<file path="src/rtl/tcr_pkg.sv">
package tcr_pkg;
  typedef enum logic [1:0] {
    ST_IDLE  = 2'd0,
    ST_SETUP = 2'd1,
    ST_SHIFT = 2'd2
  } tcr_state_e;

  typedef struct packed {
    logic [11:0] temp;
    logic        open_in;
    logic        err;
    logic        valid;
  } tcr_result_t;
endpackage

</file>
<file path="src/rtl/tcr_clkdiv.sv">
module tcr_clkdiv #(
  parameter int HALF_DIV = 4
) (
  input  logic clk,
  input  logic rst_n,
  input  logic run,
  output logic tick
);
  localparam int CW = (HALF_DIV > 1) ? $clog2(HALF_DIV) : 1;
  localparam logic [CW-1:0] LAST = CW'(HALF_DIV - 1);

  logic [CW-1:0] cnt_q, cnt_d;

  assign tick = run && (cnt_q == LAST);

  always_comb begin
    cnt_d = cnt_q;
    if (!run)      cnt_d = '0;
    else if (tick) cnt_d = '0;
    else           cnt_d = cnt_q + 1'b1;
  end

  always_ff @(posedge clk or negedge rst_n) begin
    if (!rst_n) cnt_q <= '0;
    else        cnt_q <= cnt_d;
  end
endmodule

</file>
<file path="src/rtl/tcr_holdoff.sv">
module tcr_holdoff #(
  parameter int CONV_WAIT = 22_000_000
) (
  input  logic clk,
  input  logic rst_n,
  input  logic load,
  output logic expired
);
  localparam int HW = $clog2(CONV_WAIT + 1);
  localparam logic [HW-1:0] LOADV = HW'(CONV_WAIT);

  logic [HW-1:0] cnt_q, cnt_d;

  assign expired = (cnt_q == '0);

  always_comb begin
    cnt_d = cnt_q;
    if (load)          cnt_d = LOADV;
    else if (!expired) cnt_d = cnt_q - 1'b1;
  end

  always_ff @(posedge clk or negedge rst_n) begin
    if (!rst_n) cnt_q <= '0;
    else        cnt_q <= cnt_d;
  end
endmodule

</file>
<file path="src/rtl/tcr_decode.sv">
module tcr_decode
  import tcr_pkg::*;
#(
  parameter int FRAME_W = 16,
  parameter int TEMP_W  = 12
) (
  input  logic [FRAME_W-1:0] frame,
  output tcr_result_t        res
);
  localparam int SIGN_POS = FRAME_W - 1;
  localparam int TEMP_HI  = FRAME_W - 2;
  localparam int OPEN_POS = 2;
  localparam int ID_POS   = 1;

  logic sign_bit, id_bit, open_bit;

  assign sign_bit = frame[SIGN_POS];
  assign id_bit   = frame[ID_POS];
  assign open_bit = frame[OPEN_POS];

  always_comb begin
    res.temp    = frame[TEMP_HI -: TEMP_W];
    res.open_in = open_bit;
    res.err     = sign_bit | id_bit;
    res.valid   = ~(sign_bit | id_bit | open_bit);
  end
endmodule

</file>
<file path="src/rtl/tc_serial_reader.sv">
module tc_serial_reader
  import tcr_pkg::*;
#(
  parameter int HALF_DIV  = 4,
  parameter int CONV_WAIT = 22_000_000,
  parameter int FRAME_W   = 16,
  parameter int TEMP_W    = 12
) (
  input  logic              clk,
  input  logic              rst_n,
  input  logic              start_i,
  input  logic              sdo_i,
  output logic              cs_n_o,
  output logic              sclk_o,
  output logic              done_o,
  output logic [TEMP_W-1:0] temp_o,
  output logic              open_o,
  output logic              err_o,
  output logic              valid_o
);
  localparam int BW = $clog2(FRAME_W + 1);
  localparam logic [BW-1:0] LAST_BIT = BW'(FRAME_W - 1);

  tcr_state_e         state_q, state_d;
  logic               sclk_q, sclk_d;
  logic               cs_n_q, cs_n_d;
  logic               pend_q, pend_d;
  logic               done_q, done_d;
  logic [BW-1:0]      bit_q, bit_d;
  logic [FRAME_W-1:0] shreg_q, shreg_d;
  logic [FRAME_W-1:0] frame_next;
  tcr_result_t        res_q, res_d, res_dec;
  logic               run, tick, hold_load, hold_done;

  assign run        = (state_q != ST_IDLE);
  assign frame_next = {shreg_q[FRAME_W-2:0], sdo_i};

  tcr_clkdiv #(.HALF_DIV(HALF_DIV)) u_div (
    .clk(clk), .rst_n(rst_n), .run(run), .tick(tick)
  );

  tcr_holdoff #(.CONV_WAIT(CONV_WAIT)) u_hold (
    .clk(clk), .rst_n(rst_n), .load(hold_load), .expired(hold_done)
  );

  tcr_decode #(.FRAME_W(FRAME_W), .TEMP_W(TEMP_W)) u_dec (
    .frame(frame_next), .res(res_dec)
  );

  always_comb begin
    state_d   = state_q;
    sclk_d    = sclk_q;
    cs_n_d    = cs_n_q;
    bit_d     = bit_q;
    shreg_d   = shreg_q;
    res_d     = res_q;
    done_d    = 1'b0;
    hold_load = 1'b0;
    pend_d    = pend_q | start_i;
    case (state_q)
      ST_IDLE: begin
        if (pend_q && hold_done) begin
          state_d = ST_SETUP;
          cs_n_d  = 1'b0;
          pend_d  = 1'b0;
        end
      end
      ST_SETUP: begin
        if (tick) begin
          sclk_d  = 1'b1;
          bit_d   = '0;
          state_d = ST_SHIFT;
        end
      end
      ST_SHIFT: begin
        if (tick) begin
          if (sclk_q) begin
            sclk_d  = 1'b0;
            shreg_d = frame_next;
            if (bit_q == LAST_BIT) begin
              cs_n_d    = 1'b1;
              done_d    = 1'b1;
              res_d     = res_dec;
              hold_load = 1'b1;
              state_d   = ST_IDLE;
            end else begin
              bit_d = bit_q + 1'b1;
            end
          end else begin
            sclk_d = 1'b1;
          end
        end
      end
      default: state_d = ST_IDLE;
    endcase
  end

  always_ff @(posedge clk or negedge rst_n) begin
    if (!rst_n) begin
      state_q <= ST_IDLE;
      sclk_q  <= 1'b0;
      cs_n_q  <= 1'b1;
      pend_q  <= 1'b0;
      done_q  <= 1'b0;
      bit_q   <= '0;
      shreg_q <= '0;
      res_q   <= '0;
    end else begin
      state_q <= state_d;
      sclk_q  <= sclk_d;
      cs_n_q  <= cs_n_d;
      pend_q  <= pend_d;
      done_q  <= done_d;
      bit_q   <= bit_d;
      shreg_q <= shreg_d;
      res_q   <= res_d;
    end
  end

  assign cs_n_o  = cs_n_q;
  assign sclk_o  = sclk_q;
  assign done_o  = done_q;
  assign temp_o  = res_q.temp;
  assign open_o  = res_q.open_in;
  assign err_o   = res_q.err;
  assign valid_o = res_q.valid;
endmodule

</file>
<file path="config.mk">
export PLATFORM = sky130hd
export DESIGN_NAME = tc_serial_reader
export DESIGN_NICKNAME = d
export VERILOG_FILES = /design/src/rtl/tcr_pkg.sv /design/src/rtl/tcr_clkdiv.sv /design/src/rtl/tcr_holdoff.sv /design/src/rtl/tcr_decode.sv /design/src/rtl/tc_serial_reader.sv
export SDC_FILE = /design/constraint.sdc
export NUM_CORES = 1
export LEC_CHECK = 0
export BUFFER_PORTS_ARGS = -buffer_cell sky130_fd_sc_hd__buf_2
export CAP_MARGIN = 20
export CORE_ASPECT_RATIO = 1.75
export CORE_UTILIZATION = 45
export CTS_BUF_LIST = sky130_fd_sc_hd__clkbuf_16
export CTS_CLUSTER_DIAMETER = 150
export DETAILED_ROUTE_END_ITERATION = 6
export PLACE_DENSITY = 0.63
export SLEW_MARGIN = 20
export SYNTH_ARGS = -nofsm -noshare
export SYNTH_HDL_FRONTEND = slang
export SYNTH_SLANG_ARGS = --single-unit
</file>
<file path="constraint.sdc">
create_clock -name clk -period 5.6 [get_ports clk]
set_input_delay 0 -clock clk [delete_from_list [all_inputs] [get_ports clk]]
set_output_delay 0 -clock clk [all_outputs]
set_load 0.01 [all_outputs]
</file>
### Yosys cells after proc, flatten, opt, wreduce, memory -nomap -nowiden

Cells that the tools add are included.

| cells by class | value |
|---|---|
| muxes and demuxes | 30 |
| add/sub/neg operators | 3 |
| bitwise gates (word level) | 4 |
| equal/unequal tests | 11 |
| reduce and logical (&&, ||, !) cells | 13 |

Operators with widths:

| cell | count |
|---|---|
| $mux 25 | 2 |
| $logic_not 25->1 | 1 |
| $sub 25x1->25 const B | 1 |
| $mux 5 | 4 |
| $reduce_and 5->1 | 3 |
| $mux 2 | 7 |
| $ne 2x2->1 const B | 7 |
| $mux 1 | 13 |
| $pmux 5 s2 | 1 |
| $pmux 2 s3 | 1 |
| $reduce_and 3->1 | 2 |
| $reduce_bool 2->1 | 3 |
| $add 5x1->5 const B | 1 |
| $eq 5x4->1 const B | 1 |
| $eq 2x2->1 const B | 2 |
| $pmux 1 s2 | 2 |
| $reduce_and 4->1 | 1 |
| $or 1x1->1 | 3 |
| $add 2x1->2 const B | 1 |
| $eq 2x1->1 const B | 1 |
| $logic_and 1x1->1 | 2 |
| $logic_not 2->1 | 1 |
| $not 1->1 | 1 |

| storage, ports and cells | value |
|---|---|
| output and inout port bits | 18 |
| input port bits | 4 |
| word-level logic and storage cells | 74 |
| flip-flop bits (word level) | 68 |

### Depth between registers and ports, before layout

Gate-level depths: netlist (run 1).

| logic depth | value |
|---|---|
| depth in word-level cells | 6 |
| gate-level depth with buffers | 9 |
| depth with buffers taken out | 8 |

### Cells and area by module

A second synthesis (run 1) with hierarchy kept.

| second synthesis, totals | value |
|---|---|
| cells, all modules | 293 |
| area, all modules | 3428.3 um^2 |

By module, submodules not included:

| module | instances | seq. area each (um^2) | area an instance (um^2) | cells an instance |
|---|---|---|---|---|
| tc_serial_reader | 1 | 1027.2 | 1771.7 | 120 |
| tcr_holdoff | 1 | 625.6 | 1456.4 | 152 |
| tcr_decode | 1 | 0.0 | 108.9 | 15 |
| tcr_clkdiv | 1 | 50.0 | 91.3 | 6 |

### Worst setup path after synthesis (run 1)

No wires, ideal clock.

| timing | value |
|---|---|
| kind | reg-to-reg |
| from | reg u_hold.cnt_q[9] |
| to | reg u_hold.cnt_q[23] |
| arrival time | 1.944 ns |
| setup slack | 3.578 ns |
| required time | 5.522 ns |
| clock period less this slack | 2.022 ns |
| cell stages (with the launch flop) | 6 |
| path through | dfrtp_1 > or4_4 > nor4_4 > o211ai_4 > or4_1 > a21oi_1 |

| between the ends | value |
|---|---|
| cells in the longest elaborated chain, start to end | 3 |
| elaborated cells between the ends (all ways) | 5 |

Ends and longest elaborated chain:

| what | RTL line | source |
|---|---|---|
| start, declared | tcr_holdoff.sv:12 | `logic [HW-1:0] cnt_q, cnt_d;` |
| start signal, assigned | tcr_holdoff.sv:24 | `else cnt_q <= cnt_d;` |
| $sub 25x1->25 | tcr_holdoff.sv:19 | `else if (!expired) cnt_d = cnt_q - 1'b1;` |
| $mux 25 | tcr_holdoff.sv:19 |  |
| $mux 25 | tcr_holdoff.sv:18 | `if (load) cnt_d = LOADV;` |

Several ways; a longest one is shown, not always the timed one. The select of a mux whose other input is x is not followed.
A chain may end at the register's enable or synchronous reset.

### Worst setup path after layout (run 1)

| timing | value |
|---|---|
| from | reg bit_q[0] |
| to | reg u_hold.cnt_q[9] |

| between the ends | value |
|---|---|
| cells in the longest elaborated chain, start to end | 6 |
| elaborated cells between the ends (all ways) | 7 |

Ends and longest elaborated chain:

| what | RTL line | source |
|---|---|---|
| start, declared | tc_serial_reader.sv:29 | `logic [BW-1:0] bit_q, bit_d;` |
| start signal, assigned | tc_serial_reader.sv:114 | `bit_q <= bit_d;` |
| $eq 5x4->1 * | tc_serial_reader.sv:80 | `if (bit_q == LAST_BIT) begin` |
| $mux 1 * | tc_serial_reader.sv:80 |  |
| $mux 1 * | tc_serial_reader.sv:77 | `if (sclk_q) begin` |
| $mux 1 * | tc_serial_reader.sv:76 | `if (tick) begin` |
| $mux 1 * | tc_serial_reader.sv:60 | `case (state_q)` |
| $ne 2x2->1 (no source line) / $mux 25 (equally long branches) | n/a |  |

Mark *: on every way between the ends. The rest lies on a longest branch, timed or not.

==> flow_metrics.env, run 1 <==
export IMPL_routedWlPerCell_microns=14.9
export IMPL_yosys_area_share_simple_pct=21.5
export IMPL_critPathMaxFanout=31
export IMPL_arrival_ps=3180
export IMPL_wl_microns=6200
export IMPL_area_growth_syn_to_layout_pct=16.2
export IMPL_grt_pass1_vias=2288
export IMPL_skew_ps=5.41
export IMPL_finalCritPeriodShare_pct=52.0
export IMPL_ys_warn_count=0
export IMPL_drive_above_1_share_pct=18.6
export IMPL_maxSlewHeadroom_pct=32.5
export IMPL_die_area_sq_mm=0.00727
export IMPL_cts_htree_levels=3
export IMPL_fin_tns_setup_ps=0
export IMPL_final_util_pct=54.9
export IMPL_core_sq_mm=0.00659
export IMPL_diodes=0
export IMPL_tightest_slew_ps=1010
export IMPL_p_int_uw=905
export IMPL_syn_area_per_cell_sq_um=10.4
export IMPL_initial_core_util_pct=47.3
export IMPL_grt_antenna_before_repair=0
export IMPL_max_cap_violations=0
export IMPL_max_freq_mhz=343
export IMPL_dpl_hpwl_microns=4150
export IMPL_p_leak_nw=1.90
export IMPL_first_iter_violations=97
export IMPL_syn_num_nets=309
export IMPL_ir_worst_vdd_mv=0.225
export IMPL_synth_xor_area_share_pct=3.66
export IMPL_rows=39
export IMPL_clkPwrFrac_pct=44.8
export IMPL_cp_end_kind="register"
export IMPL_worstSetupPathType="register to register"
export IMPL_ys_types=48
export IMPL_nets=337
export IMPL_power_frac_comb_pct=8.4
export IMPL_maxSlewViolCount=0
export IMPL_power_share_switching_pct=23.9
export IMPL_timing_rr_start="bit_q[0]"
export IMPL_fin_crit_ps=2910
export IMPL_ys_seq_area_share_pct=54.7
export IMPL_io_buffers=21
export IMPL_synth_area_sq_mm=0.00311
export IMPL_synth_edf_count=0
export IMPL_die_h_microns=112
export IMPL_synth_fa_ha_area_share_pct=2.01
export IMPL_grt_pass1_wl_microns=10800
export IMPL_synth_top_family_by_area="simple AND/OR/NAND/NOR gates"
export IMPL_hold_viol=0
export IMPL_clockBufferDepth=2
export IMPL_io_pins=22
export IMPL_cts_root_buffer="clkbuf_16"
export IMPL_synth_area_leaders="dfrtp_1 54%, nand2_1 6.6%, mux2_2 5.4%"
export IMPL_synth_top_area_share_pct=53.9
export IMPL_drt_pass1_iter_count=4
export IMPL_synth_flop_cell="dfrtp_1"
export IMPL_antenna_left=0
export IMPL_critPathLaunch="bit_q[0]"
export IMPL_power_density_mw_per_mm2=329
export IMPL_cts_sinks=68
export IMPL_viasPerCell=5.47
export IMPL_yosysTopAreaCell="dfrtp_1"
export IMPL_tritoncts="built"
export IMPL_final_common_cell="dfrtp_1"
export IMPL_synth_seq_cells=68
export IMPL_status="completed"
export IMPL_cts_buffers=9
export IMPL_setup_viol=0
export IMPL_report_power_total_mw=1.19
export IMPL_hp_class="input port to asynchronous set/reset pin"
export IMPL_muxShareOfSynthArea_pct=5.75
export IMPL_drc_errors=0
export IMPL_critPathLaunchType="register"
export IMPL_synth_compound_area_share_pct=10.2
export IMPL_overflow=0
export IMPL_gp_congestion=0.828
export IMPL_clk_pin_slew_ps=50
export IMPL_syn_inst=300
export IMPL_power_frac_seq_pct=46.8
export IMPL_grt_max_degree=69
export IMPL_p_switching_uw=283
export IMPL_insertion_delay_ps=330
export IMPL_fill_cells=581
export IMPL_async_flop_share_pct=100
export IMPL_die_w_microns=64.9
export IMPL_critPathRequiredTime_ps=5870
export IMPL_grt_usage_pct=19.8
export IMPL_route_vias_total=2268
export IMPL_final_cell_mix="67 x dfrtp_1, 55 x nand2_1, 21 x buf_2, 18 x nor2_1, 15 x mux2_2"
export IMPL_grt_setup_unrepaired="false"
export IMPL_post_cts_buffers=0
-- through the flow --
| stage | instances | hold slack, ps | worst slack [ps] | cell area (sq um) |
|---|---|---|---|---|
| 2_1_floorplan | 300 | -296 | 3580 | 3110 |
| 3_3_place_gp | 396 | 215 | 2730 | 3300 |
| 3_5_place_dp | 396 | 218 | 2680 | 3300 |
| 4_1_cts | 415 | 417 | 2680 | 3620 |
| 5_1_grt | 415 | 449 | 2470 | 3620 |
| 6_report | 415 | 391 | 2690 | 3620 |
-- synthesized netlist by cell type (all sizes together) (2+ instances only) --
master	instances
nand2b	4
o2111ai	2
mux2	15
nand3	11
o21ai	14
nor2b	3
o31ai	4
clkbuf	8
xor2	9
or3	9
nand2	55
ha	5
or2	4
a21oi	11
xnor2	4
o211ai	8
dfrtp	67
inv	9
a21o	2
nand4	3
nor2	18
nor4	7
nor3	6
or4	6
-- power groups by stage --
stage / Clock [mW] / Sequential [mW] / Combinational, mW
finish: 0.532 / 0.557 / 0.0999
global route: 0.566 / 0.562 / 0.114
CTS: 0.548 / 0.556 / 0.101
detailed placement: 0 / 0.565 / 0.0994
global placement: 0 / 0.562 / 0.0983
floorplan: 0 / 0.554 / 0.0679
-- worst max-delay path: stages (launching register included) --
cell and delay (ps):
dfrtp_1 400, ha_1 220, and3_1 190, ha_1 210, inv_1 50, or3_1 90, buf_4 280, inv_1 510
or4_2 790, nand2_1 80
-- worst paths after layout --
path	slack (ps)	depth (start not counted)	endpoint
max	2690	9	u_hold.cnt_q[9]
min in group clk	430	3	pend_q
min	390	3	u_hold.cnt_q[6]
min reg2reg	440	1	u_div.cnt_q[0]
max in group asynchronous	4650	3	u_hold.cnt_q[2]
max reg2reg	2690	9	u_hold.cnt_q[9]
-- registers in the layout, indices dropped and copies added (netlist names) --
name,count
pend_q,1
done_o,1
err_o,1
u_hold.cnt_q,25
open_o,1
valid_o,1
shreg_q,15
u_div.cnt_q,2
sclk_o,1
cs_n_o,1
bit_q,5
state_q,2
temp_o,12
-- metal layers --
metal | GRT usage, % | share of wire, % | routed length [microns] | up-vias
li1 | - | - | - | 1110
met1 | 24.0 | 42 | 2620 | 1116
met2 | 31.7 | 53 | 3290 | 29
met3 | 4.57 | 1.9 | 119 | 13
met4 | 11.1 | 2.8 | 174 | 0
met5 | 0 | 0 | 0 | -
-- area by class of cell --
cell class | count | area (sq um) | area share [%]
Tap cell | 82 | 103 | 2.84
Inverter | 9 | 33.8 | 0.934
Clock inverter | 7 | 58.8 | 1.63
Timing Repair Buffer | 26 | 150 | 4.15
Sequential cell | 68 | 1700 | 47.1
Clock buffer | 9 | 225 | 6.23
Multi-Input combinational cell | 214 | 1340 | 37.1
-- what timing repair did --
action | 4_1_cts | 5_1_grt
endpoints found under the hold margin | 69 | 0
hold buffers | 3 | 0
gates resized for setup | 0 | 0
-- cells by family after synthesis --
group	Yosys count
simple gates	132
flops	68
compound gates	48
buf+inv	18
mux	16
xor+xnor	13
fa+ha+maj	5
(Power assumes the default switching activity.)
==> run 2, diff against run 1 <==
==> constraint.sdc (replaced) <==
create_clock -name clk -period 3 [get_ports clk]
set_input_delay 0 -clock clk [delete_from_list [all_inputs] [get_ports clk]]
set_output_delay 0 -clock clk [all_outputs]
set_load 0.01 [all_outputs]
==> run 2 against run 1 <==
Net effect:
- hold slack worse by 110 ps
- cell count grew 0.24%
- largest power group unchanged
- worst setup slack lost 2000 ps
- global-route usage grew 0.87 points
- highest routed layer unchanged
==> flow_metrics.env, run 2 (synthesis results as in run 1) <==
export IMPL_drt_pass1_iter_count=4
export IMPL_io_buffers=21
export IMPL_clkPwrFrac_pct=44.4
export IMPL_cts_sinks=68
export IMPL_final_util_pct=55.2
export IMPL_routedWlPerCell_microns=15.5
export IMPL_drive_above_1_share_pct=18.9
export IMPL_gp_congestion=0.863
export IMPL_cts_root_buffer="clkbuf_16"
export IMPL_antenna_left=0
export IMPL_clockBufferDepth=2
export IMPL_route_vias_total=2280
export IMPL_ctsResizeCount=0
export IMPL_insertion_delay_ps=330
export IMPL_grt_setup_unrepaired="false"
export IMPL_power_share_switching_pct=23.6
export IMPL_setup_viol=0
export IMPL_drc_errors=0
export IMPL_power_density_mw_per_mm2=605
export IMPL_cp_end_kind="register"
export IMPL_clk_pin_slew_ps=50
export IMPL_power_frac_comb_pct=8.4
export IMPL_max_cap_violations=0
export IMPL_critPathLaunchType="register"
export IMPL_post_cts_buffers=0
export IMPL_critPathRequiredTime_ps=3210
export IMPL_die_area_sq_mm=0.00727
export IMPL_hp_class="input port to asynchronous set/reset pin"
export IMPL_viasPerCell=5.48
export IMPL_hold_viol=0
export IMPL_max_freq_mhz=432
export IMPL_die_w_microns=64.9
export IMPL_power_frac_seq_pct=47.2
export IMPL_core_sq_mm=0.00659
export IMPL_fin_crit_ps=2310
export IMPL_wl_microns=6460
export IMPL_p_int_mw=1.68
export IMPL_critPathMaxFanout=13
export IMPL_diodes=0
export IMPL_final_cell_mix="67 x dfrtp_1, 55 x nand2_1, 21 x buf_2, 18 x nor2_1, 15 x mux2_2"
export IMPL_grt_usage_pct=20.6
export IMPL_first_iter_violations=94
export IMPL_arrival_ps=2520
export IMPL_maxSlewHeadroom_pct=45.0
export IMPL_top_register="u_hold.cnt_q"
export IMPL_finalCritPeriodShare_pct=77.1
export IMPL_grt_antenna_before_repair=0
export IMPL_tightest_slew_ps=822
export IMPL_grt_pass1_wl_microns=11200
export IMPL_dpl_hpwl_microns=4380
export IMPL_io_pins=22
export IMPL_maxSlewViolCount=0
export IMPL_grt_max_degree=35
export IMPL_final_common_cell="dfrtp_1"
export IMPL_initial_core_util_pct=47.3
export IMPL_nets=340
export IMPL_status="completed"
export IMPL_cts_buffers=9
export IMPL_grt_pass1_vias=2331
export IMPL_tritoncts="built"
export IMPL_largest_reg_flops=25
export IMPL_fill_cells=594
export IMPL_p_leak_nw=1.91
export IMPL_worstSetupPathType="register to register"
export IMPL_p_switching_uw=519
export IMPL_rows=39
export IMPL_area_growth_syn_to_layout_pct=16.9
export IMPL_fin_tns_setup_ps=0
export IMPL_ir_worst_vdd_mv=0.376
export IMPL_overflow=0
export IMPL_cts_htree_levels=3
export IMPL_skew_ps=3.48
export IMPL_die_h_microns=112
## run 2: changes by cell type in the layout (fill, tap and decap cells not counted)
| cell | before | now |
|---|---|---|
| clkinvlp_4 | 1 | 0 |
| clkinv_2 | 2 | 1 |
| buf_12 | 0 | 1 |
| buf_4 | 2 | 4 |
## run 2: power groups by stage
stage                     Sequential (mW)  Clock, mW  Combinational (mW)
final                                1.04      0.978               0.185
after global routing                 1.05       1.04               0.208
after CTS                            1.04       1.01               0.187
after detailed placement             1.05          0               0.183
after global placement               1.05          0               0.183
after floorplan                      1.03          0               0.127
## run 2: per-layer routing
layer  track usage [%]  wire (microns)
met1              23.9            2730
met2              34.4            3410
met3              5.08             150
met4              11.0             163
met5                 0               0
## run 2: stage by stage
step | worst slack [ps] | instance area (sq um) | total power [mW] | hold slack [ps] | instances
floorplan | 978 | 3110 | 1.16 | -296 | 300
global placement | 752 | 3340 | 1.24 | 114 | 399
detailed placement | 719 | 3340 | 1.24 | 129 | 399
CTS | 701 | 3640 | 2.23 | 308 | 416
global route | 337 | 3640 | 2.30 | 359 | 416
finish | 687 | 3640 | 2.20 | 281 | 416
## run 2: worst max-delay path: stages, from the launching register on
cell and delay [ps]:
dfrtp_1 410, nor3_1 370, nand4_1 530, nor4b_1 610, o211ai_1 150, o31a_1 130
## run 2: area by class of cell
cell class / count / area, sq um / share of cell area (%)
Sequential cell: 68 / 1700 / 46.8
Tap cell: 82 / 103 / 2.82
Clock buffer: 9 / 225 / 6.19
Timing Repair Buffer: 29 / 185 / 5.09
Clock inverter: 5 / 46.3 / 1.27
Inverter: 9 / 33.8 / 0.928
Multi-Input combinational cell: 214 / 1340 / 36.9
## run 2: worst paths after layout
path / slack (ps) / start / end / cells after the start
setup / recovery: 690 / u_hold.cnt_q[13] / u_hold.cnt_q[24] / 5
hold / removal: 280 / rst_n / u_hold.cnt_q[4] / 2
setup reg to reg: 690 / u_hold.cnt_q[13] / u_hold.cnt_q[24] / 5
hold reg to reg: 430 / u_div.cnt_q[0] / u_div.cnt_q[0] / 1
max in group asynchronous: 1940 / rst_n / cs_n_o / 3
min in group clk: 410 / start_i / pend_q / 3
## run 2: repair_timing
action	4_1_cts	5_1_grt
hold endpoints to repair	34	0
setup endpoints to repair	0	0
hold buffers	3	0
